$ cat config.mk
export PLATFORM = sky130hd
export DESIGN_NAME = comfort_noise_inj
export DESIGN_NICKNAME = d
export VERILOG_FILES = /design/src/rtl/cn_pkg.sv /design/src/rtl/cn_level_track.sv /design/src/rtl/cn_noise_lfsr.sv /design/src/rtl/cn_noise_scale.sv /design/src/rtl/comfort_noise_inj.sv
export SDC_FILE = /design/constraint.sdc
export NUM_CORES = 2
export LEC_CHECK = 0
export BUFFER_PORTS_ARGS = -buffer_cell sky130_fd_sc_hd__buf_2
export CAP_MARGIN = 5
export CORE_MARGIN = 2
export CORE_UTILIZATION = 55
export CTS_CLUSTER_DIAMETER = 30
export DETAILED_ROUTE_END_ITERATION = 6
export GPL_TIMING_DRIVEN = 1
export PLACE_DENSITY_LB_ADDON = 0.08
export SKIP_LAST_GASP = 1
export SYNTH_ARGS = -nofsm -noshare
export SYNTH_HDL_FRONTEND = slang
export SYNTH_SLANG_ARGS = --single-unit
$ cat constraint.sdc
create_clock -name clk -period 22.9 [get_ports clk]
set_input_delay 6.87 -clock clk [delete_from_list [all_inputs] [get_ports clk]]
set_output_delay 6.87 -clock clk [all_outputs]
set_load 0.02 [all_outputs]
$ cat src/rtl/cn_pkg.sv
package cn_pkg;
    localparam int DATA_W = 16;
    localparam int RATE_W = 4;
    localparam int GAIN_W = 8;
    localparam int PROD_W = 2 * DATA_W + GAIN_W + 2;
    localparam logic [DATA_W-1:0] LFSR_SEED = 16'hACE1;
    localparam logic [DATA_W-1:0] LFSR_TAPS = 16'hB400;

    typedef enum logic {RAMP_LIN = 1'b0, RAMP_EXP = 1'b1} ramp_e;
    typedef logic signed [DATA_W-1:0] smp_t;
    typedef logic        [DATA_W-1:0] mag_t;

    typedef struct packed {
        logic upd;
        logic adv;
    } step_ctl_t;

    localparam logic signed [PROD_W-1:0] SMAX = {{(PROD_W-DATA_W+1){1'b0}}, {(DATA_W-1){1'b1}}};
    localparam logic signed [PROD_W-1:0] SMIN = {{(PROD_W-DATA_W+1){1'b1}}, {(DATA_W-1){1'b0}}};

    function automatic mag_t abs_mag(input smp_t x);
        return x[DATA_W-1] ? mag_t'(~x + 1'b1) : mag_t'(x);
    endfunction

    function automatic smp_t sat_smp(input logic signed [PROD_W-1:0] v);
        if (v > SMAX)      return {1'b0, {(DATA_W-1){1'b1}}};
        else if (v < SMIN) return {1'b1, {(DATA_W-1){1'b0}}};
        else               return v[DATA_W-1:0];
    endfunction
endpackage

$ cat src/rtl/cn_level_track.sv
module cn_level_track
    import cn_pkg::*;
#(
    parameter int W  = DATA_W,
    parameter int RW = RATE_W
) (
    input  logic          clk,
    input  logic          rst,
    input  logic          upd,
    input  ramp_e         mode,
    input  logic [RW-1:0] rate,
    input  logic [W-1:0]  tgt,
    output logic [W-1:0]  lvl
);
    localparam int DW = W + 2;

    logic [W-1:0]          lvl_q;
    logic [W-1:0]          lvl_d;
    logic signed [DW-1:0]  cur;
    logic signed [DW-1:0]  diff;
    logic signed [DW-1:0]  exp_step;
    logic signed [DW-1:0]  lin_step;
    logic signed [DW-1:0]  sum;

    always_comb begin
        cur      = $signed({2'b00, lvl_q});
        diff     = $signed({2'b00, tgt}) - cur;
        exp_step = diff >>> rate;
        lin_step = {{(DW-RW){1'b0}}, rate} + 1'b1;
        sum      = cur;
        if (mode == RAMP_EXP) begin
            sum = cur + exp_step;
        end else if (diff > lin_step) begin
            sum = cur + lin_step;
        end else if (diff < -lin_step) begin
            sum = cur - lin_step;
        end else begin
            sum = $signed({2'b00, tgt});
        end
        lvl_d = sum[W-1:0];
    end

    always_ff @(posedge clk) begin
        if (rst)      lvl_q <= '0;
        else if (upd) lvl_q <= lvl_d;
    end

    assign lvl = lvl_q;
endmodule

$ cat src/rtl/cn_noise_lfsr.sv
module cn_noise_lfsr
    import cn_pkg::*;
#(
    parameter int              W    = DATA_W,
    parameter logic [W-1:0]    SEED = LFSR_SEED,
    parameter logic [W-1:0]    TAPS = LFSR_TAPS
) (
    input  logic         clk,
    input  logic         rst,
    input  logic         adv,
    output logic [W-1:0] state
);
    logic [W-1:0] st_q;
    logic         fb;

    assign fb = ^(st_q & TAPS);

    always_ff @(posedge clk) begin
        if (rst)      st_q <= SEED;
        else if (adv) st_q <= {st_q[W-2:0], fb};
    end

    assign state = st_q;
endmodule

$ cat src/rtl/cn_noise_scale.sv
module cn_noise_scale
    import cn_pkg::*;
(
    input  logic [DATA_W-1:0] lfsr,
    input  logic [DATA_W-1:0] lvl,
    input  logic [GAIN_W-1:0] gain,
    output smp_t              noise
);
    logic signed [PROD_W-1:0] a_s;
    logic signed [PROD_W-1:0] b_s;
    logic signed [PROD_W-1:0] c_s;
    logic signed [PROD_W-1:0] prod;

    always_comb begin
        a_s   = PROD_W'($signed(lfsr));
        b_s   = {{(PROD_W-DATA_W){1'b0}}, lvl};
        c_s   = {{(PROD_W-GAIN_W){1'b0}}, gain};
        prod  = a_s * b_s * c_s;
        noise = sat_smp(prod >>> DATA_W);
    end
endmodule

$ cat src/rtl/comfort_noise_inj.sv
module comfort_noise_inj
    import cn_pkg::*;
(
    input  logic                     clk,
    input  logic                     rst,
    input  logic                     smp_valid,
    input  logic signed [DATA_W-1:0] smp_in,
    input  logic                     nlp_active,
    input  logic                     dt_flag,
    input  logic                     echo_flag,
    input  logic                     inj_off,
    input  logic                     ramp_exp,
    input  logic [RATE_W-1:0]        ramp_rate,
    input  logic [GAIN_W-1:0]        noise_gain,
    input  logic                     guard_dt_en,
    input  logic                     guard_echo_en,
    output logic signed [DATA_W-1:0] smp_out,
    output logic                     out_valid
);
    step_ctl_t         ctl;
    logic              frozen;
    logic [DATA_W-1:0] lvl_q;
    logic [DATA_W-1:0] lfsr_q;
    smp_t              noise;
    smp_t              out_d;
    ramp_e             mode;

    assign frozen  = (guard_dt_en & dt_flag) | (guard_echo_en & echo_flag);
    assign ctl.upd = smp_valid & ~frozen;
    assign ctl.adv = smp_valid;
    assign mode    = ramp_e'(ramp_exp);

    cn_level_track #(.W(DATA_W), .RW(RATE_W)) u_track (
        .clk  (clk),
        .rst  (rst),
        .upd  (ctl.upd),
        .mode (mode),
        .rate (ramp_rate),
        .tgt  (abs_mag(smp_in)),
        .lvl  (lvl_q)
    );

    cn_noise_lfsr #(.W(DATA_W)) u_lfsr (
        .clk   (clk),
        .rst   (rst),
        .adv   (ctl.adv),
        .state (lfsr_q)
    );

    cn_noise_scale u_scale (
        .lfsr  (lfsr_q),
        .lvl   (lvl_q),
        .gain  (noise_gain),
        .noise (noise)
    );

    always_comb begin
        if (!nlp_active)  out_d = smp_in;
        else if (inj_off) out_d = '0;
        else              out_d = noise;
    end

    always_ff @(posedge clk) begin
        if (rst) begin
            smp_out   <= '0;
            out_valid <= 1'b0;
        end else begin
            out_valid <= smp_valid;
            if (smp_valid) smp_out <= out_d;
        end
    end
endmodule

==> insert_results.sql <==
INSERT INTO impl_metrics (metric_group, metric, value, unit) VALUES
('logic_synthesis', 'synth_top_cell_area_share', '0.336', ''),
('layout', 'finalInstanceArea', '24700', 'µm²'),
('setup_path', 'critical-path-top-cell-by-count', 'a21oi_1', ''),
('logic_synthesis', 'flop_and_latch_count_out_of_synthesis', '49', ''),
('clock_network', 'cts_tree', 'built', ''),
('global_route', 'track_usage', '0.296', ''),
('floorplanning', 'fp.coreArea', '43000', 'µm²'),
('logic_synthesis', 'post_synth.cell_area_avg', '8.29', 'µm²'),
('timing', 'setup-violations-final', '0', ''),
('setup_path', 'critPathBufInv', '3', ''),
('floorplanning', 'die_area', '45100', 'µm²'),
('placement', 'final_hpwl_from_detailed_placement', '50.1', 'mm'),
('setup_path', 'crit_path_end_kind', 'flop', ''),
('route', 'drc', '0', ''),
('placement', 'pre_cts_slack', '8.81', 'ns'),
('clock_network', 'cts_made_buffers', '5', ''),
('timing', 'rsz0062_at_grt', 'no', ''),
('clock_network', 'clock_tree.htree_level_count', '2', ''),
('route', 'drt_iter0_drcs', '1081', ''),
('timing', 'worstMarginPinSlew', '1.04', 'ns'),
('timing', 'fin_crit', '13.84', 'ns'),
('route', 'drt_pre_antenna_iters', '5', ''),
('logic_synthesis', 'postSynth.asyncResetShare', '0', ''),
('global_route', 'grt_first_pass_wirelength', '106', 'mm'),
('layout', 'fraction_of_final_layout_cells_with_drive_strength_greater_than_1', '0.0479', ''),
('layout', 'syn2layout_area_growth', '3.53', '%'),
('setup_path', 'setup.worst_path.class', 'in -> reg', ''),
('timing', 'setup-tns-final', '0', 'ns'),
('setup_path', 'setup.worst_path.start', 'smp_in[0]', ''),
('setup_path', 'crit_path_start_kind', 'primary input', ''),
('placement', 'io_buffers', '54', ''),
('global_route', 'vias_in_the_first_global_route', '20524', ''),
('route', 'detailed_route_wire_length_per_cell', '18.3', 'µm'),
('global_route', 'antenna_found_initial', '0', ''),
('logic_synthesis', 'yosysWarningCount', '0', ''),
('timing', 'clock-skew-final', '0.00952', 'ns'),
('clock_network', 'worst_setup_hold_path_clk_slew', '0.08', 'ns'),
('floorplanning', 'fp.dieW', '212', 'µm'),
('logic_synthesis', 'synth_edf_count', '0', ''),
('layout', 'layout_commonest_cell', 'inv_1', ''),
('timing', 'final.setup.worst_slack', '9.06', 'ns'),
('run_status', 'status', 'finished clean', ''),
('logic_synthesis', 'ys_top_cells_by_area', 'fa_1, ha_1, inv_1, and2_1, nand2_1', ''),
('route', 'post_drt_via_cell_ratio', '5.61', ''),
('logic_synthesis', 'commonest_register_cell_after_synthesis', 'dfxtp_1', ''),
('logic_synthesis', 'ys_seq_area_frac', '0.0411', ''),
('setup_path', 'cp-endpoint', 'u_track.lvl[14]', ''),
('setup_path', 'crit_cells', '34', ''),
('route', 'drt_antenna_net_count', '0', ''),
('setup_path', 'timing.critical_path.max_delay_family', 'compound AO/OA/AOI/OAI gates', ''),
('floorplanning', 'chipHeight', '212', 'µm'),
('clock_network', 'clock-root-buffer', 'clkbuf_16', ''),
('route', 'num_vias', '19212', ''),
('setup_path', 'critical_path_peak_fanout', '5', ''),
('floorplanning', 'io_pins', '55', ''),
('timing', 'timing.final.crit_share', '0.604', ''),
('logic_synthesis', 'netlist_instances', '2882', ''),
('clock_network', 'cts_hold_repair.buffers', '0', ''),
('setup_path', 'worst_path_max_delay_cell', 'or4_1', ''),
('setup_path', 'worstReg2RegStart', 'u_lfsr.state[3]', ''),
('global_route', 'largest_net_degree_at_the_start_of_global_routing', '55', ''),
('clock_network', 'clk_path_buf_depth', '2', ''),
('flow_run', 'max-cap-violations', '0', ''),
('clock_network', 'cts_setup_buffers', '0', ''),
('layout', 'fin_nets', '3546', ''),
('setup_path', 'r2r_slack', '10.04', 'ns'),
('timing', 'slew_violations', '0', ''),
('setup_path', 'required', '23.11', 'ns'),
('layout', 'fill_count', '4047', ''),
('layout', 'antenna_cells_inserted', '0', ''),
('logic_synthesis', 'synth_area', '23900', 'µm²');
sequential cells by signal (all words and copies together) (netlist names):
signal and cells:
out_valid 1, smp_out 16, u_track.lvl 16, u_lfsr.state 16
per-stage QoR:
stage / hold WS (ns) / instances / util
after floorplan: 0.541 / 2882 / -
after global placement: 0.489 / 3417 / 0.572
after detailed placement: 0.495 / 3417 / 0.572
after CTS: 0.505 / 3425 / 0.575
after global routing: 0.525 / 3425 / 0.575
final: 0.508 / 3425 / 0.575
metal layers:
layer | up-vias | track usage | wire [µm]
met2 | 547 | 0.502 | 29900
met1 | 9539 | 0.394 | 27200
met5 | - | 0 | 0
met4 | 0 | 0.104 | 2410
met3 | 125 | 0.0331 | 3270
li1 | 9001 | - | -
kinds of logic after synthesis:
group,share of synthesized area
AO/OA/AOI/OAI,0.118
XOR/XNOR,0.0389
adder cells (fa/ha/maj),0.476
buffers and inverters,0.112
flip-flops,0.0411
multiplexers,0.0278
AND/OR/NAND/NOR,0.186
area by class of cell:
type / instances / area (µm²) / share of cell area
multi-input cells: 2124 / 20200 / 0.818
inverters: 581 / 2180 / 0.0882
flip-flops and latches: 49 / 981 / 0.0397
well taps: 585 / 732 / 0.0296
repair buffers: 78 / 450 / 0.0182
clock buffers: 6 / 139 / 0.00561
clock inverters: 2 / 17.5 / 0.000708
worst reg2reg max path: cells and delay by family, from the launching register on:
kind / cells / cell delay [ns]
xor+xnor: 2 / 1.05
flops: 1 / 0.84
fa+ha+maj: 12 / 5.96
buf+inv: 6 / 0.33
compound gates: 16 / 3.61
simple gates: 5 / 0.96
synth_stat cells, types with 4 or more instances:
cell,number
or3_1,10
a21bo_2,6
nand2b_1,23
a221oi_1,8
or4_1,4
clkbuf_1,117
nor3_1,29
xor2_1,22
mux2_2,14
a211oi_1,23
ha_1,268
o21bai_1,16
o211ai_1,9
nor4_1,5
nor2b_1,30
a311oi_1,4
a211o_1,4
a21oi_1,100
a21boi_0,14
nor2_1,100
a21o_1,43
a31o_2,4
and2_1,267
dfxtp_1,49
nand2_1,328
nand3_1,28
or2_2,6
a221o_1,16
xnor2_1,84
a31oi_1,6
o31ai_1,13
buf_1,6
o21a_1,17
nand4_1,17
o22ai_1,18
fa_1,401
mux2i_1,46
and3_1,14
o21ai_0,63
inv_1,577
worst min path at each step:
stage / start / to / slack, ns / cells after the start
2_1_floorplan: u_lfsr.state[11] / u_lfsr.state[11] / 0.54 / 2
3_3_place_gp: smp_out[15] / smp_out[15] / 0.49 / 2
3_5_place_dp: smp_out[15] / smp_out[15] / 0.50 / 2
4_1_cts: smp_out[15] / smp_out[15] / 0.51 / 2
5_1_grt: smp_out[15] / smp_out[15] / 0.52 / 2
6_report: smp_out[15] / smp_out[15] / 0.51 / 2
Power is not shown: default switching activity piles up to over one toggle a cycle in this logic, so the estimate is an artifact.
